<file path="src/rtl/sup_wd_pkg.sv">
package sup_wd_pkg;
  typedef enum logic [1:0] {
    ST_HOLD    = 2'd0,
    ST_STRETCH = 2'd1,
    ST_RUN     = 2'd2
  } sup_state_e;
endpackage

</file>
<file path="src/rtl/sup_kick_sync.sv">
// Synchronizer chain plus one history flop; flags any level change.
module sup_kick_sync #(
  parameter int STAGES = 2
) (
  input  logic clk,
  input  logic rst_n,
  input  logic din_i,
  output logic edge_o
);
  localparam int LAST = STAGES - 1;

  logic [STAGES:0] sh_q;
  logic [STAGES:0] sh_d;

  always_comb begin
    sh_d = {sh_q[STAGES-1:0], din_i};
  end

  always_ff @(posedge clk or negedge rst_n) begin
    if (!rst_n) sh_q <= '0;
    else        sh_q <= sh_d;
  end

  generate
    if (STAGES >= 1) begin : g_edge
      assign edge_o = sh_q[LAST] ^ sh_q[STAGES];
    end
  endgenerate
endmodule

</file>
<file path="src/rtl/sup_period_timer.sv">
// Up-counter that captures its limit on start and flags the last cycle.
module sup_period_timer #(
  parameter int CW = 20
) (
  input  logic          clk,
  input  logic          rst_n,
  input  logic          start_i,
  input  logic          clr_i,
  input  logic          run_i,
  input  logic [CW-1:0] len_i,
  output logic          expire_o
);
  localparam logic [CW:0] ONE = {{CW{1'b0}}, 1'b1};

  logic [CW-1:0] cnt_q, cnt_d;
  logic [CW-1:0] len_q, len_d;
  logic [CW:0]   cnt_inc;

  assign cnt_inc  = {1'b0, cnt_q} + ONE;
  assign expire_o = (cnt_inc >= {1'b0, len_q});

  always_comb begin
    cnt_d = cnt_q;
    len_d = len_q;
    if (start_i) begin
      cnt_d = '0;
      len_d = len_i;
    end else if (clr_i) begin
      cnt_d = '0;
    end else if (run_i) begin
      cnt_d = cnt_inc[CW-1:0];
    end
  end

  always_ff @(posedge clk or negedge rst_n) begin
    if (!rst_n) begin
      cnt_q <= '0;
      len_q <= '0;
    end else begin
      cnt_q <= cnt_d;
      len_q <= len_d;
    end
  end
endmodule

</file>
<file path="src/rtl/sup_seq_fsm.sv">
// Sequencer: supply hold -> reset stretch -> watchdog run.
module sup_seq_fsm
  import sup_wd_pkg::*;
(
  input  logic       clk,
  input  logic       rst_n,
  input  logic       supply_ok_i,
  input  logic       kick_i,
  input  logic       rt_exp_i,
  input  logic       wd_exp_i,
  output logic       rt_start_o,
  output logic       rt_clr_o,
  output logic       rt_run_o,
  output logic       wd_start_o,
  output logic       wd_clr_o,
  output logic       wd_run_o,
  output sup_state_e state_o
);
  sup_state_e st_q, st_d;

  always_comb begin
    st_d       = st_q;
    rt_start_o = 1'b0;
    rt_run_o   = 1'b0;
    wd_start_o = 1'b0;
    wd_run_o   = 1'b0;
    case (st_q)
      ST_HOLD: begin
        if (supply_ok_i) begin
          st_d       = ST_STRETCH;
          rt_start_o = 1'b1;
        end
      end
      ST_STRETCH: begin
        if (!supply_ok_i) begin
          st_d = ST_HOLD;
        end else if (rt_exp_i) begin
          st_d       = ST_RUN;
          wd_start_o = 1'b1;
        end else begin
          rt_run_o = 1'b1;
        end
      end
      ST_RUN: begin
        if (!supply_ok_i) begin
          st_d = ST_HOLD;
        end else if (kick_i) begin
          wd_start_o = 1'b1;
        end else if (wd_exp_i) begin
          st_d       = ST_STRETCH;
          rt_start_o = 1'b1;
        end else begin
          wd_run_o = 1'b1;
        end
      end
      default: st_d = ST_HOLD;
    endcase
    rt_clr_o = (st_d == ST_HOLD);
    wd_clr_o = (st_d != ST_RUN);
  end

  always_ff @(posedge clk or negedge rst_n) begin
    if (!rst_n) st_q <= ST_HOLD;
    else        st_q <= st_d;
  end

  assign state_o = st_q;
endmodule

</file>
<file path="src/rtl/sup_rst_wdog.sv">
module sup_rst_wdog
  import sup_wd_pkg::*;
#(
  parameter int CW          = 20,
  parameter int SYNC_STAGES = 2
) (
  input  logic          clk,
  input  logic          rst_n,
  input  logic          supply_ok,
  input  logic          wd_toggle,
  input  logic [CW-1:0] rst_cycles,
  input  logic [CW-1:0] wd_cycles,
  output logic          sys_rst_n
);
  sup_state_e state_q;
  logic wd_edge;
  logic rt_start, rt_clr, rt_run, rt_exp;
  logic wd_start, wd_clr, wd_run, wd_exp;

  sup_kick_sync #(.STAGES(SYNC_STAGES)) u_sync (
    .clk   (clk),
    .rst_n (rst_n),
    .din_i (wd_toggle),
    .edge_o(wd_edge)
  );

  sup_period_timer #(.CW(CW)) u_rt_tmr (
    .clk     (clk),
    .rst_n   (rst_n),
    .start_i (rt_start),
    .clr_i   (rt_clr),
    .run_i   (rt_run),
    .len_i   (rst_cycles),
    .expire_o(rt_exp)
  );

  sup_period_timer #(.CW(CW)) u_wd_tmr (
    .clk     (clk),
    .rst_n   (rst_n),
    .start_i (wd_start),
    .clr_i   (wd_clr),
    .run_i   (wd_run),
    .len_i   (wd_cycles),
    .expire_o(wd_exp)
  );

  sup_seq_fsm u_fsm (
    .clk        (clk),
    .rst_n      (rst_n),
    .supply_ok_i(supply_ok),
    .kick_i     (wd_edge),
    .rt_exp_i   (rt_exp),
    .wd_exp_i   (wd_exp),
    .rt_start_o (rt_start),
    .rt_clr_o   (rt_clr),
    .rt_run_o   (rt_run),
    .wd_start_o (wd_start),
    .wd_clr_o   (wd_clr),
    .wd_run_o   (wd_run),
    .state_o    (state_q)
  );

  // A bad supply forces reset without waiting for a clock edge.
  assign sys_rst_n = (state_q == ST_RUN) && supply_ok;
endmodule

</file>
<file path="config.mk">
export PLATFORM = sky130hd
export DESIGN_NAME = sup_rst_wdog
export DESIGN_NICKNAME = d
export VERILOG_FILES = /design/src/rtl/sup_wd_pkg.sv /design/src/rtl/sup_kick_sync.sv /design/src/rtl/sup_period_timer.sv /design/src/rtl/sup_seq_fsm.sv /design/src/rtl/sup_rst_wdog.sv
export SDC_FILE = /design/constraint.sdc
export NUM_CORES = 1
export LEC_CHECK = 0
export CAP_MARGIN = 20
export CORE_UTILIZATION = 30
export CTS_BUF_LIST = sky130_fd_sc_hd__clkbuf_2 sky130_fd_sc_hd__clkbuf_4 sky130_fd_sc_hd__clkbuf_8
export CTS_CLUSTER_DIAMETER = 50
export DETAILED_ROUTE_END_ITERATION = 10
export GPL_TIMING_DRIVEN = 1
export PLACE_DENSITY = 0.44
export SLEW_MARGIN = 20
export SYNTH_ARGS = -nofsm -noshare
export SYNTH_HDL_FRONTEND = slang
export SYNTH_SLANG_ARGS = --single-unit
</file>
<file path="constraint.sdc">
create_clock -name clk -period 5.5 [get_ports clk]
set_clock_uncertainty 0.2 [all_clocks]
set_input_delay 1.65 -clock clk [delete_from_list [all_inputs] [get_ports clk]]
set_output_delay 1.65 -clock clk [all_outputs]
set_load 0.05 [all_outputs]
</file>
# Word level (Yosys, flattened, before mapping)
# Cells that the tools add are included.
# word_totals
out_inout_bits,1
ff_bits,85
input_bits,44
# classes
n_lt_le_gt_ge,2
add_sub_neg,2
muxes,30
eq_ne,3
reduce_logical,5
bitwise_logic,1
# ops
operator,count
20-bit two-way mux,6
20-bit by 1-bit adder with 21-bit output (second input constant),2
21-bit by 20-bit greater-or-equal comparator with 1-bit output,2
1-bit two-way mux,15
2-bit two-way mux,6
2-bit one-hot mux with 3 select lines,1
3-bit nonzero test,2
2-bit logical NOT,2
1-bit one-hot mux with 2 select lines,2
2-bit by 1-bit == test with 1-bit output (second input constant),1
2-bit == test (second input constant),1
2-bit != test (second input constant),1
1-bit logical AND,1
1-bit bitwise XOR,1

# Depth between registers and ports, before layout
# logic_depth
depth_word,9
mapped_depth,16

# By module
# A second synthesis with hierarchy kept.
# unflattened
hier_cells,589
area_unflattened_um2,5300.1
# modules_own_cells
module,cells_each,instances,area_per_inst_um2
sup_period_timer at u_wd_tmr,278,1,2496.1
sup_period_timer at u_rt_tmr,276,1,2464.9
sup_seq_fsm,30,1,246.5
sup_kick_sync,4,1,83.8
sup_rst_wdog,1,1,8.8

# Worst setup path before layout
# OpenSTA, ideal clock, no wires.
# synth_path
path_kind,reg-to-reg
start,register u_rt_tmr.cnt_q[0]
end,register u_rt_tmr.cnt_q[2]
t_arrival_ns,3.896
path_slack_ns,1.285
setup_time_ns,0.118
synth_period_minus_slack_ns,4.215
path_stages_with_launch,16
cell_sequence,dfrtp_1 -> ha_1 -> nand3_2 -> nor4_1 -> nand3_1 -> nor2_1 -> xor2_1 -> ha_1 -> and3_1 -> nand4_1 -> or4_1 -> and4_4 -> a211oi_4 -> o32a_2 -> buf_6 -> o2bb2a_4
# synth_via
elab_chain_cells,8
# synth_rtl
element,line_no,source
start: declaration,sup_period_timer.sv:15,"logic [CW-1:0] cnt_q, cnt_d;"
start signal: assignment,sup_period_timer.sv:40,cnt_q <= cnt_d;
20-bit by 1-bit adder with 21-bit output (*),sup_period_timer.sv:19,"assign cnt_inc = {1'b0, cnt_q} + ONE;"
21-bit by 20-bit greater-or-equal comparator with 1-bit output,sup_period_timer.sv:20,"assign expire_o = (cnt_inc >= {1'b0, len_q});"
2-bit two-way mux,sup_seq_fsm.sv:37,end else if (rt_exp_i) begin
2-bit two-way mux,sup_seq_fsm.sv:35,if (!supply_ok_i) begin
2-bit one-hot mux with 3 select lines,sup_seq_fsm.sv:27,case (st_q)
2-bit logical NOT,sup_seq_fsm.sv:58,rt_clr_o = (st_d == ST_HOLD);
20-bit two-way mux,sup_period_timer.sv:28,end else if (clr_i) begin
20-bit two-way mux,sup_period_timer.sv:25,if (start_i) begin
# Every way passes the cells marked *; elsewhere a longest branch is shown, timed or not. The select of a mux whose other input is x is not followed.
# A chain may end at the register's enable or synchronous reset.

# Worst setup path in the final report
# layout_path
start,register u_rt_tmr.cnt_q[0]
end,register u_wd_tmr.cnt_q[9]
# layout_via
elab_chain_cells,8
# layout_rtl
element,line_no,source
20-bit by 1-bit adder with 21-bit output (*),sup_period_timer.sv:19,
21-bit by 20-bit greater-or-equal comparator with 1-bit output (*),sup_period_timer.sv:20,
2-bit two-way mux,sup_seq_fsm.sv:37,
2-bit two-way mux,sup_seq_fsm.sv:35,
2-bit one-hot mux with 3 select lines,sup_seq_fsm.sv:27,
2-bit != test,sup_seq_fsm.sv:59,wd_clr_o = (st_d != ST_RUN);
20-bit two-way mux,sup_period_timer.sv:28,
20-bit two-way mux,sup_period_timer.sv:25,
end signal: assignment,sup_period_timer.sv:40,
end: declaration,sup_period_timer.sv:15,
# Every way passes the cells marked *; elsewhere a longest branch is shown, timed or not.

==> results.env <==
WORST_HOLD_PATH_TYPE='register to register'
FINAL-SETUP-VIOL-COUNT=0
HOLD_SLACK_NS=0.156
LAYOUT.AREA.SEQ_MM2=0.00213
YS_SEQ_AREA_FRAC=0.380
SYNTH_COMMONEST_CELLS='sky130_fd_sc_hd__dfrtp_1 (85), sky130_fd_sc_hd__inv_1 (53), sky130_fd_sc_hd__xnor2_1 (51)'
VDD_IR_DROP_MAX_mV=0.158
LAYOUT.NETS=706
SLEW_VIOL_FINAL=0
SYNTHMOSTINSTANTIATEDCELL='sky130_fd_sc_hd__dfrtp_1'
CRITICAL_PATH.TOP_DELAY_FAMILY='simple AND/OR/NAND/NOR gates'
TIMING.CRITICAL_PATH.TO_TYPE='register'
MULTIINPUTGATEAREA_MM2=0.00315
VIAS=4303
CELL_TYPE_WITH_THE_HIGHEST_AGGREGATE_AREA_IN_THE_NETLIST='sky130_fd_sc_hd__dfrtp_1'
DRIVE_GT1_FRAC=0.134
RUN_STATUS='complete, no violations'
AREA.GROWTH.SYNTH_TO_FINAL_PCT=15.9
ROUTED_WL_UM=13500
N_ANTENNA_CELL=0
FINALWORSTPATHREQUIREDPERIOD_NS=4.84
YS_DOMINANT_REG_CELL='sky130_fd_sc_hd__dfrtp_1'
FINAL_ANTENNA_NET_COUNT=0
ASYNC_SET_OR_RESET_FLOP_FRACTION_IN_THE_SYNTHESIZED_NETLIST=1.00
RELSLEWSLACK=0.404
GRT_ANTENNA_BEFORE_REPAIR=0
GR-USAGE-ALL-LAYERS=0.152
NETLIST_AREA_MM2=0.00560
INITIAL_UTILIZATION=0.308
PIN_COUNT=45
PORT_BUFFERS=44
NUMBER_OF_ENABLE_TYPE_REGISTER_CELLS_IN_THE_SYNTHESIZED_NETLIST=0
POSTSYNTHREGISTERBITS=85
CTS.REPORTEDPATHS.CLKPINSLEW_NS=0.09
POST_CTS.RESIZED_INSTANCES=0
YS_TYPES=58
FILLERS=1865
CRIT_PATH_MAX_INCR_DELAY_NS=0.42
POSTCTSSETUPBUFFERS=0
POWER_DENSITY_CELLS_mW_PER_MM2=272
CLASSIFICATION_OF_THE_WORST_SETUP_PATH='register to register'
TRITONCTS='built'
CRITICAL_PATH.SLOWEST_CELL='sky130_fd_sc_hd__dfrtp_1'
DETAIL_ROUTE.DRC_VIOLATIONS=0
CRIT_REQUIRED_NS=5.61
GRT_PASS1_VIAS=4520
FMAX_GHz=0.207
PLACEMENTROWS=49
CP.ARRIVAL_NS=4.95
STARTING_DRT_DRC_COUNT=258
CORE_MM2=0.0181
SYNTH_LARGEST_TYPE_AREA_FRACTION=0.380
DIE-HEIGHT_UM=139
STARTPOINT_CLASS='register'
BUFFER_DEPTH_OF_THE_LONGEST_CLOCK_PATH=2
CTS-ROOT-BUF='sky130_fd_sc_hd__clkbuf_8'
HOLD_BUFFERS=0
AVGVIACOUNTPERCELL=5.06
GRT_FIRST_PASS_WIRELENGTH_UM=22800
DIE-AREA_MM2=0.0192
CELL_BY_CELL_TRACE_OF_THE_CRITICAL_PATH='ha_1 -> nand3_2 -> or2_1 -> nor2_1 -> and3_1 -> xor2_1 -> ha_1 -> a211o_1 -> a21oi_1 -> o211a_1 -> a221oi_2 -> buf_4 -> o31ai_4 -> buf_4 -> nand4b_1 -> buf_4 -> nor3_2'
COUNT_OF_YOSYS_WARNINGS_DURING_SYNTHESIS=0
PATH_COMMON_CELL='sky130_fd_sc_hd__buf_4'
TOTAL_CTS_BUFFERS=9
GLOBAL_ROUTE.OVERFLOW_TOTAL=0
HOLD_VIOLATIONS=0
FIRSTDRTPASSITERS=4
PLACER_CONGESTION_ESTIMATE=0.793
WORST_SLEW_PIN_SLEW_NS=0.888
SETUP-TNS-FINAL_NS=0
SYNTH.TOP_CELLS.BY_AREA='sky130_fd_sc_hd__dfrtp_1 (38%), sky130_fd_sc_hd__ha_1 (10%), sky130_fd_sc_hd__xnor2_1 (8.0%)'
PERIOD_SHARE=0.880
POST-DP-HPWL_UM=9690
GRT_START_MAX_NET_PINS=60
UNREPAIRED_SETUP_ENDPOINTS_AFTER_GLOBAL_ROUTING='no'
SYNTH.NET_COUNT=662
POST_SYNTHESIS_MEAN_INSTANCE_AREA_UM2=9.79
TRITONCTS_NUM_SINKS=85
LEAKAGE_nW=2.76
WIRE_PER_INST_UM=15.8
CRITICAL_PATH_PEAK_FANOUT=21
CLK-INSERTION-DELAY-LATE_NS=0.39
POST_SYNTH_INST_COUNT=572
DIE_WIDTH_UM=139
CRITICAL_PATH_BUF_INV_COUNT=3
MAX-CAP-VIOLATIONS=0
CTS_MAX_LEVEL=3
[layout make-up]
class | instances | share of cell area
inverters | 53 | 0.0307
multi-input cells | 411 | 0.486
well taps | 229 | 0.0442
clock buffers | 12 | 0.0235
clock inverters | 4 | 0.00733
repair buffers | 56 | 0.0810
flip-flops and latches | 85 | 0.328
[registers in the layout, summed over array words and instances (netlist names)]
name / flops
u_fsm.state_o: 2
u_rt_tmr.cnt_q: 20
u_rt_tmr.len_q: 20
u_sync.sh_q: 3
u_wd_tmr.cnt_q: 20
u_wd_tmr.len_q: 20
[worst paths after layout]
| path | endpoint | cells past startpoint | from | slack [ns] |
|---|---|---|---|---|
| max | u_wd_tmr.cnt_q[9] | 17 | u_rt_tmr.cnt_q[0] | 0.66 |
| min in group asynchronous | u_wd_tmr.len_q[4] | 1 | rst_n | 1.15 |
| max reg2reg | u_wd_tmr.cnt_q[9] | 17 | u_rt_tmr.cnt_q[0] | 0.66 |
| min | u_sync.sh_q[1] | 0 | u_sync.sh_q[0] | 0.16 |
| max in group asynchronous | u_wd_tmr.len_q[11] | 2 | rst_n | 3.09 |
| min reg2reg | u_sync.sh_q[1] | 0 | u_sync.sh_q[0] | 0.16 |
[cell usage in the layout, fill, tap and decap left out, types with 8 or more instances in the layout]
cell type	count
sky130_fd_sc_hd__dfrtp_1	85
sky130_fd_sc_hd__nor4_1	29
sky130_fd_sc_hd__nand4_1	11
sky130_fd_sc_hd__nor3_2	19
sky130_fd_sc_hd__and3_1	8
sky130_fd_sc_hd__xnor2_1	51
sky130_fd_sc_hd__inv_1	53
sky130_fd_sc_hd__nand3_1	31
sky130_fd_sc_hd__xor2_1	14
sky130_fd_sc_hd__clkbuf_8	10
sky130_fd_sc_hd__a21oi_1	12
sky130_fd_sc_hd__buf_4	14
sky130_fd_sc_hd__nor3_1	10
sky130_fd_sc_hd__o21ai_0	22
sky130_fd_sc_hd__nor2_1	13
sky130_fd_sc_hd__nand2_1	46
sky130_fd_sc_hd__ha_1	46
sky130_fd_sc_hd__a22oi_1	8
sky130_fd_sc_hd__mux2_2	20
sky130_fd_sc_hd__clkdlybuf4s50_1	42
[cells by family (layout without fill, tap and decap cells)]
kind of cell | after synthesis | count (layout) | share of synthesized area
and+or+nand+nor | 199 | 199 | 0.207
xor gates and xnor gates | 65 | 65 | 0.102
adders and majority gates | 46 | 46 | 0.103
buffers and inverters | 76 | 125 | 0.0597
AOI/OAI and AO/OA | 79 | 79 | 0.106
DFF | 85 | 85 | 0.380
muxes | 22 | 22 | 0.0438
[per-layer routing]
| metal | part of all wire | routed length (µm) | track usage |
|---|---|---|---|
| met1 | 0.47 | 6290 | 0.188 |
| met3 | 0.029 | 384 | 0.0231 |
| met5 | 0 | 0 | 0 |
| met4 | 0.024 | 324 | 0.0686 |
| met2 | 0.48 | 6460 | 0.260 |
[metrics by stage]
stage / utilization / area [µm²] / total power [mW] / setup slack, ns / cells
2_1_floorplan: - / 5600 / 1.15 / 1.29 / 572
3_3_place_gp: 0.347 / 6290 / 1.30 / 0.605 / 834
3_5_place_dp: 0.347 / 6290 / 1.31 / 0.594 / 834
4_1_cts: 0.358 / 6490 / 1.79 / 0.566 / 850
5_1_grt: 0.358 / 6490 / 1.89 / 0.217 / 850
6_report: 0.358 / 6490 / 1.76 / 0.659 / 850
[power by group]
group / internal (mW) / total, mW / switching (mW)
clock: 0.231 / 0.472 / 0.241
sequential: 0.704 / 0.729 / 0.0259
combinational: 0.184 / 0.561 / 0.377
total: 1.12 / 1.76 / 0.644
(Power assumes the default switching activity.)
